### src/rtl/pk_pkg.sv
package pk_pkg;

  typedef enum logic [1:0] {
    FMT_ONE   = 2'd0,
    FMT_TWO   = 2'd1,
    FMT_THREE = 2'd2,
    FMT_PAIR  = 2'd3
  } fmt_e;

  function automatic int type_bits(input logic [1:0] code);
    case (code)
      2'd0:    return 12;
      2'd1:    return 16;
      2'd2:    return 18;
      default: return 24;
    endcase
  endfunction

  function automatic int mode_lines(input logic [1:0] code);
    case (code)
      2'd0:    return 8;
      2'd1:    return 9;
      2'd2:    return 12;
      default: return 16;
    endcase
  endfunction

endpackage

### src/rtl/pk_fmt_decode.sv
module pk_fmt_decode
  import pk_pkg::*;
(
  input  logic [1:0] pix_type,
  input  logic [1:0] bus_mode,
  output logic [4:0] pbits,
  output logic [4:0] lines,
  output fmt_e       fmt,
  output logic [1:0] last_phase,
  output logic       ok
);

  int pb;
  int ln;

  always_comb begin
    pb         = type_bits(pix_type);
    ln         = mode_lines(bus_mode);
    pbits      = 5'(pb);
    lines      = 5'(ln);
    ok         = 1'b1;
    fmt        = FMT_ONE;
    last_phase = 2'd0;
    if (pb == ln) begin
      fmt        = FMT_ONE;
      last_phase = 2'd0;
    end else if (pb == 2 * ln) begin
      fmt        = FMT_TWO;
      last_phase = 2'd1;
    end else if (pb == 3 * ln) begin
      fmt        = FMT_THREE;
      last_phase = 2'd2;
    end else if (2 * pb == 3 * ln) begin
      fmt        = FMT_PAIR;
      last_phase = 2'd2;
    end else begin
      ok = 1'b0;
    end
  end

endmodule

### src/rtl/pk_frame_counter.sv
module pk_frame_counter #(
  parameter int CNT_W = 20
) (
  input  logic             clk,
  input  logic             rst,
  input  logic             load,
  input  logic [CNT_W-1:0] load_val,
  input  logic             dec,
  output logic             zero
);

  logic [CNT_W-1:0] rem;

  always_ff @(posedge clk) begin
    if (rst) begin
      rem <= '0;
    end else if (load) begin
      rem <= load_val;
    end else if (dec) begin
      rem <= rem - CNT_W'(1);
    end
  end

  assign zero = (rem == '0);


  no_underflow_chk: assert property (@(posedge clk) disable iff (rst)
    dec |-> !zero);

endmodule

### src/rtl/pk_word_slicer.sv
module pk_word_slicer #(
  parameter int PIX_W = 24,
  parameter int BUS_W = 16
) (
  input  logic [PIX_W-1:0] pix_a,
  input  logic [PIX_W-1:0] pix_b,
  input  logic [4:0]       pbits,
  input  logic [4:0]       lines,
  input  logic [1:0]       phase,
  output logic [BUS_W-1:0] word
);

  localparam int VW = 2 * PIX_W;

  logic [VW-1:0] joined;
  logic [VW-1:0] shifted;
  logic [VW-1:0] lane_mask;
  logic [VW-1:0] lane;
  int            shamt;

  // The pixel pair {a, b} is treated as one wide value and cut MSB first;
  // in whole-word formats b is zero and lies below every cut.
  always_comb begin
    shamt = 2 * int'(pbits) - int'(lines) * (int'(phase) + 1);
    if (shamt < 0) shamt = 0;
    joined    = (VW'(pix_a) << pbits) | VW'(pix_b);
    shifted   = joined >> shamt;
    lane_mask = (VW'(1) << lines) - VW'(1);
    lane      = shifted & lane_mask;
    word      = lane[BUS_W-1:0];
  end

endmodule

### src/rtl/pixel_bus_packer.sv
module pixel_bus_packer
  import pk_pkg::*;
#(
  parameter int PIX_W = 24,
  parameter int BUS_W = 16,
  parameter int CNT_W = 20
) (
  input  logic             clk,
  input  logic             rst,
  input  logic [1:0]       cfg_pix_type,
  input  logic [1:0]       cfg_bus_mode,
  input  logic [CNT_W-1:0] frame_pixels,
  input  logic             start,
  input  logic             pix_valid,
  input  logic [PIX_W-1:0] pix_data,
  output logic             pix_ready,
  output logic             bus_valid,
  output logic [BUS_W-1:0] bus_data,
  input  logic             bus_ready,
  output logic             busy,
  output logic             frame_done
);

  typedef enum logic [2:0] {
    ST_IDLE,
    ST_GET_A,
    ST_GET_B,
    ST_EMIT,
    ST_DRAIN
  } st_e;

  st_e              state;
  logic [1:0]       run_type;
  logic [1:0]       run_mode;
  logic [PIX_W-1:0] hold_a;
  logic [PIX_W-1:0] hold_b;
  logic [1:0]       phase;
  logic             tail;

  logic [4:0]       live_pbits, live_lines, run_pbits, run_lines;
  fmt_e             live_fmt, run_fmt;
  logic [1:0]       live_last, run_last;
  logic             live_ok, run_ok;

  logic             cnt_zero;
  logic             take_pix;
  logic             load_cnt;
  logic             slot_free;
  logic [1:0]       end_phase;
  logic [BUS_W-1:0] next_word;
  logic [PIX_W:0]   pmask_w;
  logic [PIX_W-1:0] pix_masked;

  // Live decode judges the start request; run decode drives the frame.
  pk_fmt_decode u_dec_live (
    .pix_type   (cfg_pix_type),
    .bus_mode   (cfg_bus_mode),
    .pbits      (live_pbits),
    .lines      (live_lines),
    .fmt        (live_fmt),
    .last_phase (live_last),
    .ok         (live_ok)
  );

  pk_fmt_decode u_dec_run (
    .pix_type   (run_type),
    .bus_mode   (run_mode),
    .pbits      (run_pbits),
    .lines      (run_lines),
    .fmt        (run_fmt),
    .last_phase (run_last),
    .ok         (run_ok)
  );

  pk_frame_counter #(.CNT_W(CNT_W)) u_cnt (
    .clk      (clk),
    .rst      (rst),
    .load     (load_cnt),
    .load_val (frame_pixels),
    .dec      (take_pix),
    .zero     (cnt_zero)
  );

  pk_word_slicer #(.PIX_W(PIX_W), .BUS_W(BUS_W)) u_slice (
    .pix_a (hold_a),
    .pix_b (hold_b),
    .pbits (run_pbits),
    .lines (run_lines),
    .phase (phase),
    .word  (next_word)
  );

  assign pix_ready  = (state == ST_GET_A) || (state == ST_GET_B);
  assign take_pix   = pix_ready && pix_valid;
  assign load_cnt   = (state == ST_IDLE) && start && live_ok;
  assign slot_free  = !bus_valid || bus_ready;
  assign end_phase  = (run_fmt == FMT_PAIR && tail) ? 2'd1 : run_last;
  assign pmask_w    = ((PIX_W+1)'(1) << run_pbits) - (PIX_W+1)'(1);
  assign pix_masked = pix_data & pmask_w[PIX_W-1:0];

  always_ff @(posedge clk) begin
    if (rst) begin
      state      <= ST_IDLE;
      run_type   <= '0;
      run_mode   <= '0;
      hold_a     <= '0;
      hold_b     <= '0;
      phase      <= '0;
      tail       <= 1'b0;
      bus_valid  <= 1'b0;
      bus_data   <= '0;
      busy       <= 1'b0;
      frame_done <= 1'b0;
    end else begin
      frame_done <= 1'b0;
      if (bus_valid && bus_ready) bus_valid <= 1'b0;
      case (state)
        ST_IDLE: begin
          if (start && live_ok) begin
            run_type <= cfg_pix_type;
            run_mode <= cfg_bus_mode;
            if (frame_pixels == '0) begin
              frame_done <= 1'b1;
            end else begin
              busy  <= 1'b1;
              state <= ST_GET_A;
            end
          end
        end
        ST_GET_A: begin
          if (pix_valid) begin
            hold_a <= pix_masked;
            hold_b <= '0;
            phase  <= 2'd0;
            tail   <= 1'b0;
            state  <= ST_EMIT;
          end
        end
        ST_GET_B: begin
          if (pix_valid) begin
            hold_b <= pix_masked;
            state  <= ST_EMIT;
          end
        end
        ST_EMIT: begin
          if (slot_free) begin
            bus_valid <= 1'b1;
            bus_data  <= next_word;
            if (phase == end_phase) begin
              state <= cnt_zero ? ST_DRAIN : ST_GET_A;
            end else if (run_fmt == FMT_PAIR && phase == 2'd0) begin
              phase <= 2'd1;
              if (cnt_zero) begin
                tail <= 1'b1;
              end else begin
                state <= ST_GET_B;
              end
            end else begin
              phase <= phase + 2'd1;
            end
          end
        end
        ST_DRAIN: begin
          if (slot_free) begin
            frame_done <= 1'b1;
            busy       <= 1'b0;
            state      <= ST_IDLE;
          end
        end
        default: state <= ST_IDLE;
      endcase
    end
  end


  word_hold_chk: assert property (@(posedge clk) disable iff (rst)
    (bus_valid && !bus_ready) |=> (bus_valid && $stable(bus_data)));


  done_pulse_chk: assert property (@(posedge clk) disable iff (rst)
    frame_done |=> !frame_done);


  done_idle_chk: assert property (@(posedge clk) disable iff (rst)
    frame_done |-> !busy);


  ready_busy_chk: assert property (@(posedge clk) disable iff (rst)
    pix_ready |-> busy);


  valid_busy_chk: assert property (@(posedge clk) disable iff (rst)
    bus_valid |-> busy);


  upper_zero_chk: assert property (@(posedge clk) disable iff (rst)
    bus_valid |-> ((bus_data >> run_lines) == '0));


  cfg_frozen_chk: assert property (@(posedge clk) disable iff (rst)
    (busy && $past(busy)) |-> ($stable(run_type) && $stable(run_mode)));


  run_fmt_chk: assert property (@(posedge clk) disable iff (rst)
    busy |-> run_ok);

endmodule

### config.mk
export PLATFORM = sky130hd
export DESIGN_NAME = pixel_bus_packer
export DESIGN_NICKNAME = d
export VERILOG_FILES = /design/src/rtl/pk_pkg.sv /design/src/rtl/pk_fmt_decode.sv /design/src/rtl/pk_frame_counter.sv /design/src/rtl/pk_word_slicer.sv /design/src/rtl/pixel_bus_packer.sv
export SDC_FILE = /design/constraint.sdc
export NUM_CORES = 1
export LEC_CHECK = 0
export ABC_AREA = 1
export BUFFER_PORTS_ARGS = -buffer_cell sky130_fd_sc_hd__buf_2
export CAP_MARGIN = 40
export CORE_ASPECT_RATIO = 1.75
export CORE_MARGIN = 2
export CORE_UTILIZATION = 40
export CTS_CLUSTER_SIZE = 12
export DETAILED_ROUTE_END_ITERATION = 8
export GPL_TIMING_DRIVEN = 1
export PLACE_DENSITY = 0.65
export RECOVER_POWER = 50
export SYNTH_ARGS = -nofsm -noshare
export SYNTH_HDL_FRONTEND = slang
export SYNTH_SLANG_ARGS = --single-unit
### constraint.sdc
create_clock -name clk -period 10.1 [get_ports clk]
set_clock_uncertainty 0.15 [all_clocks]
set_input_delay 0.505 -clock clk [delete_from_list [all_inputs] [get_ports clk]]
set_output_delay 0.505 -clock clk [all_outputs]
set_load 0.02 [all_outputs]
==> results of run 1 <==
-- sequential cells by signal, summed over array words and instances, names as in the netlist --
| name | count |
|---|---|
| state | 3 |
| busy | 1 |
| u_cnt.rem | 20 |
| run_type | 2 |
| bus_data | 16 |
| hold_b | 24 |
| frame_done | 1 |
| run_mode | 2 |
| phase | 2 |
| tail | 1 |
| hold_a | 24 |
| bus_valid | 1 |
-- layer usage --
layer / vias up / part of all wire (%) / GRT usage (%)
met5: - / 0 / 0
met4: 0 / 6.9 / 17.72
met1: 5258 / 37 / 28.14
li1: 5795 / - / -
met3: 109 / 4.7 / 3.246
met2: 437 / 52 / 48.28
-- stage by stage --
step,cells,setup WS (ns)
finish,2056,2.402
global route,2056,1.711
detailed placement,2040,3.843
CTS,2056,3.831
floorplan,1740,5.083
global placement,2035,3.585
-- final timing paths --
check | from | to | slack, ns
max | run_type[0] | bus_data[6] | 2.40
max reg2reg | run_type[0] | bus_data[6] | 2.40
min reg2reg | hold_b[11] | hold_b[11] | 0.31
min | pix_data[8] | hold_a[8] | 0.24
-- cell families (layout without fill, tap and decap cells) --
family | after synthesis | in the layout
buffers and inverters | 280 | 284
AND/OR/NAND/NOR | 1094 | 1094
other | 2 | 3
flip-flops | 97 | 97
adder cells (fa/ha/maj) | 41 | 41
AO/OA/AOI/OAI | 198 | 198
XOR/XNOR | 27 | 27
-- area by class of cell --
cell class | count | area, um2
inverter | 178 | 669.4
tap | 312 | 390.4
multi-input combinational | 1363 | 6780
fill | 2666 | 13840
sequential | 97 | 1942
clock inverter | 5 | 46.29
timing repair buffer | 90 | 523.0
clock buffer | 11 | 242.7
-- worst max-delay path, stage by stage (launching register included) --
cell	delay (ns)
dfxtp_1	0.43
inv_1	0.14
ha_1	0.30
clkbuf_1	1.06
clkinv_1	0.18
clkbuf_1	0.62
ha_1	0.55
inv_1	0.04
ha_1	0.19
fa_1	0.50
inv_1	0.04
ha_1	0.34
nand2_1	0.09
nor3b_1	0.23
nand2_2	0.11
nand2_4	0.34
nand2_2	0.42
inv_2	0.74
nand3_1	0.24
nand3_1	0.22
nand3_1	0.12
a31oi_1	0.29
nand2_1	0.11
a21oi_1	0.13
-- layout by cell type, fill, tap and decap left out, types with 3 or more instances in the layout --
master | synthesis | routed
inv_1 | 155 | 155
or2_2 | 4 | 4
dfxtp_1 | 97 | 97
o21bai_1 | 4 | 4
nand2_1 | 490 | 490
conb_1 | 2 | 3
a31oi_1 | 6 | 6
nor2_1 | 90 | 90
clkinv_1 | 12 | 12
clkbuf_1 | 43 | 28
o211ai_1 | 16 | 16
a21oi_1 | 98 | 98
o221ai_1 | 4 | 4
nand2_2 | 6 | 6
clkbuf_16 | 0 | 9
nand4_1 | 46 | 46
o21ai_0 | 55 | 55
xor2_1 | 19 | 19
nand3_1 | 423 | 423
buf_2 | 27 | 51
buf_16 | 0 | 3
inv_2 | 10 | 10
buf_4 | 13 | 7
xnor2_1 | 8 | 8
o31ai_1 | 4 | 4
nor3_1 | 14 | 14
nor2_2 | 3 | 3
ha_1 | 39 | 39
nor4_1 | 6 | 6
o21ai_1 | 3 | 3
==> metrics.cfg, run 1 <==
[timing]
setup_viol = 0
period_share_pct = 76.22
max-slew-margin-rel_pct = -6.862
drv_slew = 34
timing.hold.ws_ns = 0.2449
setup_tns_ns = 0
fmax_mhz = 129.9
tightestPinTransition_ns = 1.603
finalHoldViolCount = 0
rsz0062_at_grt = no
fin_crit_ns = 7.698

[yosys]
synth_edf_count = 0
synth_xor_area_share_pct = 2.389
synth_area_leaders = nand3_1 21%, dfxtp_1 20%, nand2_1 19%
synthMuxAreaShare_pct = 0
synth_flop_cell = dfxtp_1
yosysTopAreaCellShare_pct = 21.39
synth_top_family_by_area = simple AND/OR/NAND/NOR gates
avgSynthCellArea_um2 = 5.692
ys_types = 47
synth-seq-cells = 97
synthSimpleGateAreaFrac_pct = 49.54
synth_common_cells = 490 x nand2_1, 423 x nand3_1, 155 x inv_1, 98 x a21oi_1, 97 x dfxtp_1
netlist_instances = 1739
async_flop_share_pct = 0
synth_compound_area_share_pct = 11.12
synth_area_um2 = 9898
seq_area_frac_synth_pct = 19.62
synth_most_common_cell = nand2_1
synth-adder-area-share_pct = 5.334
yosys_warnings = 0
synth.largest_area_cell = nand3_1

[critical_path]
worst_setup_path_end_kind = register
required_ns = 10.25
crit_fanout = 47
crit_arrival_ns = 7.84
crit_type = reg2reg
r2r_cells = 23
setup.worst_path.start_class = register

[routing]
ant_nets = 0
num_vias = 11600
drcViolationCount = 0
avgRoutedWirePerCell_um = 16.52
via_per_inst = 5.642
wirelength_mm = 33.96
dr.pass1.iters = 6
drt_iter0_markers = 1114

[clocking]
cts.clk_slew.worst_paths_ns = 0.07
cts_buffer_depth = 2
cts_hold_buf = 0
cts_max_level = 3
postCtsSetupBuffers = 0
tritoncts = done
cts_resized = 0
cts_buffers = 9
worstSkewPairLatency_ns = 0.37
root_buffer = clkbuf_16
clock-sinks = 97

[run]
maxCapViolCount = 1

[outcome]
status = finished with violations
violations = max-capacitance violations, max-slew violations

[cells_and_area]
diodes = 0
drive_gt1_share_pct = 6.307
final_util_pct = 43.35
final_area_um2 = 10590
nets = 1833
area_delta_synth_final_pct = 7.028

[placed_design]
place_hpwl_mm = 26.85
io_buffers = 72
dpl_cell_area_um2 = 10350
place_congestion = 0.9957

[die]
start_util_pct = 40.50
row_count = 76
ioPinCount = 73
fp.dieW_um = 122.9
die_area_um2 = 26070
core_um2 = 24440
fp.dieH_um = 212.1

[global_routing]
antenna_found_initial = 0
grt_pass1_vias = 10990
track_usage_pct = 26.63
overflow = 0
grt_max_degree = 53
grt_pass1_wl_mm = 55.07

[hold_path]
worst_hold_path_type = in2reg
holdPathStages = 3

Power of run 1 is not shown: default switching activity piles up to over one toggle a cycle in this logic, so the estimate is an artifact.
==> run 2, diff against run 1 <==
Clock period 10.1 ns to 7.5 ns, I/O delays scaled along.
==> run 2 against run 1 <==
Compared with the run above: the run still ends with max-capacitance violations, max-slew violations left; critical path type unchanged; utilization up 0.067 points; critical path depth up 10; highest routed layer unchanged; fmax up 26%; critical endpoint is now bus_data[13]; wire length up 1.7%.
==> metrics.cfg, run 2 (synthesis results as in run 1) <==
[clocking]
tritoncts = done
postCtsSetupBuffers = 0  ; unchanged
worstSkewPairLatency_ns = 0.36  ; about the same
cts.clk_slew.worst_paths_ns = 0.07  ; about the same
cts_buffers = 9  ; unchanged
clock-sinks = 97  ; unchanged
cts_max_level = 3  ; unchanged
cts_resized = 0  ; unchanged
root_buffer = clkbuf_16
cts_hold_buf = 0  ; unchanged
cts_buffer_depth = 2  ; unchanged

[hold_path]
hold_end = hold_a[21]
hp-start = pix_data[21]
holdPathStages = 3  ; unchanged
worst_hold_path_type = in2reg

[cells_and_area]
reg.largest.list = hold_a: 24 flops, hold_b: 24 flops, u_cnt.rem: 20 flops
diodes = 0  ; unchanged
nets = 1835  ; +0.11%
mostFrequentLayoutCells = 490 x nand2_1, 423 x nand3_1, 155 x inv_1
final_common_cell = nand2_1
area_delta_synth_final_pct = 7.193
final_area_um2 = 10610  ; +0.15%
drive_gt1_share_pct = 6.529  ; +0.22 points

[timing]
fin_crit_ns = 6.092  ; -1.607 ns
tightestPinTransition_ns = 1.705  ; +0.1020 ns
finalHoldViolCount = 0  ; unchanged
fmax_mhz = 164.2  ; +26%
max-slew-margin-rel_pct = -13.67  ; -6.8 points
setup_viol = 0  ; unchanged
drv_slew = 35  ; +2.9%
period_share_pct = 81.22  ; +5.0 points
rsz0062_at_grt = no
setup_tns_ns = 0  ; unchanged

[routing]
via_per_inst = 5.669  ; +0.49%
avgRoutedWirePerCell_um = 16.79  ; +1.6%
num_vias = 11670  ; +0.59%
drcViolationCount = 0  ; unchanged
ant_nets = 0  ; unchanged
dr.pass1.iters = 5  ; -1
drt_iter0_markers = 833  ; -25%
wirelength_mm = 34.55  ; +1.7%

[global_routing]
grt_pass1_vias = 11090  ; +0.88%
grt_pass1_wl_mm = 55.19  ; +0.23%
antenna_found_initial = 0  ; unchanged
overflow = 0  ; unchanged
grt_max_degree = 52  ; -1.9%
track_usage_pct = 26.65  ; about the same

[placed_design]
dpl_cell_area_um2 = 10330  ; -0.21%
place_congestion = 0.9674  ; -2.8%
io_buffers = 72  ; unchanged
place_hpwl_mm = 27.34  ; +1.8%

[die]
row_count = 76  ; unchanged
core_um2 = 24440  ; unchanged
ioPinCount = 73  ; unchanged
start_util_pct = 40.50  ; unchanged
fp.dieH_um = 212.1  ; unchanged
fp.dieW_um = 122.9  ; unchanged
die_area_um2 = 26070  ; unchanged

[critical_path]
crit_fanout = 37  ; -21%
crit_path_frequent_cell = nand2_1
setup.worst_path.start_class = register
required_ns = 7.65  ; -2.60 ns
r2r_end = bus_data[13]
slowest_stage = fa_1
crit_type = reg2reg
r2r_cells = 33  ; +43%
slowest_delay_ns = 0.50  ; -0.56 ns
r2r_start = run_type[0]
r2r_setup_slack_ns = 1.41  ; -0.99 ns
worst_setup_path_end_kind = register
crit_arrival_ns = 6.24  ; -1.60 ns

[run]
maxCapViolCount = 1  ; unchanged

[outcome]
status = finished with violations
violations = max-capacitance violations, max-slew violations

run 2: final cells by class:
cell class / instances / area (um2)
fillers: 2707 / 13830
multi-input cells: 1363 / 6780
flip-flops and latches: 97 / 1942
inverters: 178 / 669.4
repair buffers: 92 / 508.0
well taps: 312 / 390.4
clock buffers: 11 / 252.7
clock inverters: 5 / 67.56
run 2: critical path: cells and delay by family (launching register included):
kind	cells	cell delay, ns
and+or+nand+nor	16	1.98
adders and majority gates	6	1.91
buffers and inverters	9	1.26
DFF	1	0.44
AOI/OAI and AO/OA	2	0.24
run 2: through the flow:
step / util (%) / std cells / hold slack [ns] / setup WS [ns]
finish: 43.42 / 2058 / 0.1132 / 1.408
global route: 43.42 / 2058 / 0.1227 / 0.9788
CTS: 43.59 / 2058 / 0.1127 / 1.479
detailed placement: 42.28 / 2042 / 0.3032 / 1.499
global placement: 42.05 / 2040 / 0.2993 / 1.582
floorplan: - / 1740 / 0.2786 / 2.483
run 2: metal layers:
metal | share of wire [%] | GRT usage, %
met5 | 0 | 0
met3 | 4.8 | 3.273
met2 | 53 | 50.41
met4 | 6.5 | 16.17
met1 | 36 | 26.99
run 2: how the worst max path moves through the flow:
| stage | cells after the start | endpoint | from | slack, ns |
|---|---|---|---|---|
| floorplan | 34 | bus_data[4] | run_type[0] | 2.48 |
| detailed placement | 33 | bus_data[11] | run_type[0] | 1.50 |
| finish | 33 | bus_data[13] | run_type[0] | 1.41 |
| global placement | 33 | bus_data[11] | run_type[0] | 1.58 |
| CTS | 33 | bus_data[11] | run_type[0] | 1.48 |
| global route | 33 | bus_data[5] | run_type[0] | 0.98 |
Power of run 2 is left out for the same reason.
==> run 3, diff against run 2 <==
Clock period 7.5 ns to 5.9 ns, I/O delays scaled along.
==> run 3 against run 2 <==
Compared with the run above: die area is the same; critical path type unchanged; wire length grew 4.6%; design area grew 1.1%; fmax grew 11%; worst setup slack lost 1.0 ns; the flow finishes with violations (design-rule violations, max-capacitance violations, max-slew violations); cell count grew 0.44%; critical endpoint is now bus_data[9]; via count grew 1.4%; sequential share of layout area shrank 0.19 points; clock-buffer cell count shrank 2; global-route usage grew 0.98 points.
==> metrics.cfg, run 3 (synthesis results as in run 1) <==
[outcome]
status = finished with violations
violations = design-rule violations, max-capacitance violations, max-slew violations

[critical_path]
slowest_delay_ns = 0.54  ; +0.04 ns
worst_setup_path_end_kind = register
crit_arrival_ns = 5.66  ; -0.58 ns
r2r_cells = 33  ; unchanged
required_ns = 6.06  ; -1.59 ns
setup.worst_path.start_class = register
crit_path_frequent_cell = nand2_1
crit_fanout = 26  ; -30%
crit_type = reg2reg
slowest_stage = fa_1

[global_routing]
grt_pass1_wl_mm = 56.55  ; +2.5%
busiest_layer = met2
met2_usage_pct = 50.73  ; +0.32 points
track_usage_pct = 27.63  ; +0.98 points
grt_max_degree = 54  ; +3.8%
grt_util_met1_pct = 29.07  ; +2.1 points
overflow = 0  ; unchanged
use_met3_pct = 3.809  ; +0.54 points
grt_pass1_vias = 11120  ; +0.26%
antenna_found_initial = 0  ; unchanged

[timing]
drv_slew = 73  ; +110%
finalHoldViolCount = 0  ; unchanged
setup_tns_ns = 0  ; unchanged
fmax_mhz = 182.1  ; +11%
setup_viol = 0  ; unchanged
max-slew-margin-rel_pct = -18.98  ; -5.3 points
tightestPinTransition_ns = 1.785  ; +0.07968 ns
timing.hold.ws_ns = 0.01517  ; -0.09806 ns
period_share_pct = 93.09  ; +12 points
rsz0062_at_grt = no
fin_crit_ns = 5.492  ; -0.5995 ns

[die]
die_area_um2 = 26070  ; unchanged
fp.dieH_um = 212.1  ; unchanged
ioPinCount = 73  ; unchanged
start_util_pct = 40.50  ; unchanged
fp.dieW_um = 122.9  ; unchanged
core_um2 = 24440  ; unchanged
row_count = 76  ; unchanged

[run]
maxCapViolCount = 2  ; +1

[routing]
via_per_inst = 5.725  ; +0.99%
drcViolationCount = 1  ; +1
avgRoutedWirePerCell_um = 17.48  ; +4.1%
wirelength_mm = 36.13  ; +4.6%
ant_nets = 0  ; unchanged
num_vias = 11830  ; +1.4%
drt_iter0_markers = 1059  ; +27%
dr.pass1.iters = 8  ; +3

[placed_design]
place_congestion = 0.9711  ; +0.38%
dpl_cell_area_um2 = 10380  ; +0.48%
place_hpwl_mm = 27.55  ; +0.76%
io_buffers = 72  ; unchanged

[cells_and_area]
nets = 1844  ; +0.49%
diodes = 0  ; unchanged
final_common_cell = nand2_1
area_delta_synth_final_pct = 8.406
drive_gt1_share_pct = 7.293  ; +0.76 points
final_util_pct = 43.91  ; +0.49 points
reg.largest.list = hold_a: 24 flops, hold_b: 24 flops, u_cnt.rem: 20 flops
final_area_um2 = 10730  ; +1.1%
mostFrequentLayoutCells = 490 x nand2_1, 423 x nand3_1, 155 x inv_1

[clocking]
worstSkewPairLatency_ns = 0.38  ; +0.02 ns
root_buffer = clkbuf_16
clock-sinks = 97  ; unchanged
cts_buffer_depth = 2  ; unchanged
cts.clk_slew.worst_paths_ns = 0.08  ; about the same
cts_max_level = 3  ; unchanged
cts_buffers = 9  ; unchanged
tritoncts = done

[hold_path]
holdPathStages = 3  ; unchanged
worst_hold_path_type = in2reg

run 3: cell count changes in the layout (fill, tap and decap cells not counted), sizes merged:
cell | previous run | this run
buf | 66 | 72
bufinv | 1 | 0
clkinv | 14 | 18
inv | 168 | 167
nand2 | 497 | 498
run 3: stage by stage:
step	std cells	setup slack [ns]
after floorplan	1740	0.8830
after global placement	2045	0.3368
after detailed placement	2047	0.2537
after CTS	2063	0.2131
after global routing	2067	0.01797
final	2067	0.4077
run 3: per-layer routing:
metal | vias up | share of wire [%]
met4 | 0 | 6.7
li1 | 5810 | -
met5 | - | 0
met2 | 460 | 52
met3 | 138 | 4.9
met1 | 5426 | 36
run 3: layout make-up:
type	instances	area (um2)
repair buffers	100	594.3
well taps	312	390.4
clock inverters	7	70.07
inverters	178	670.6
fillers	2683	13710
multi-input cells	1364	6837
flip-flops and latches	97	1943
clock buffers	9	225.2
run 3: what timing repair did:
item	in CTS	in global routing
gates resized for setup	0	11
hold buffers	0	0
setup endpoints to repair	0	16
setup buffers	0	2
run 3: worst max-delay path, delay by kind of cell (launching register included):
family | cells | cell delay [ns]
adder cells (fa/ha/maj) | 6 | 2.01
AND/OR/NAND/NOR | 17 | 1.86
buffers and inverters | 8 | 0.72
flip-flops | 1 | 0.38
AO/OA/AOI/OAI | 2 | 0.28
run 3: worst paths after layout:
path / startpoint / endpoint / slack (ns)
worst min-delay path: pix_data[9] / hold_a[9] / 0.02
worst min register to register: hold_b[6] / hold_b[6] / 0.31
worst max register to register: phase[0] / bus_data[9] / 0.41
worst max-delay path: phase[0] / bus_data[9] / 0.41
Power of run 3 is left out for the same reason.
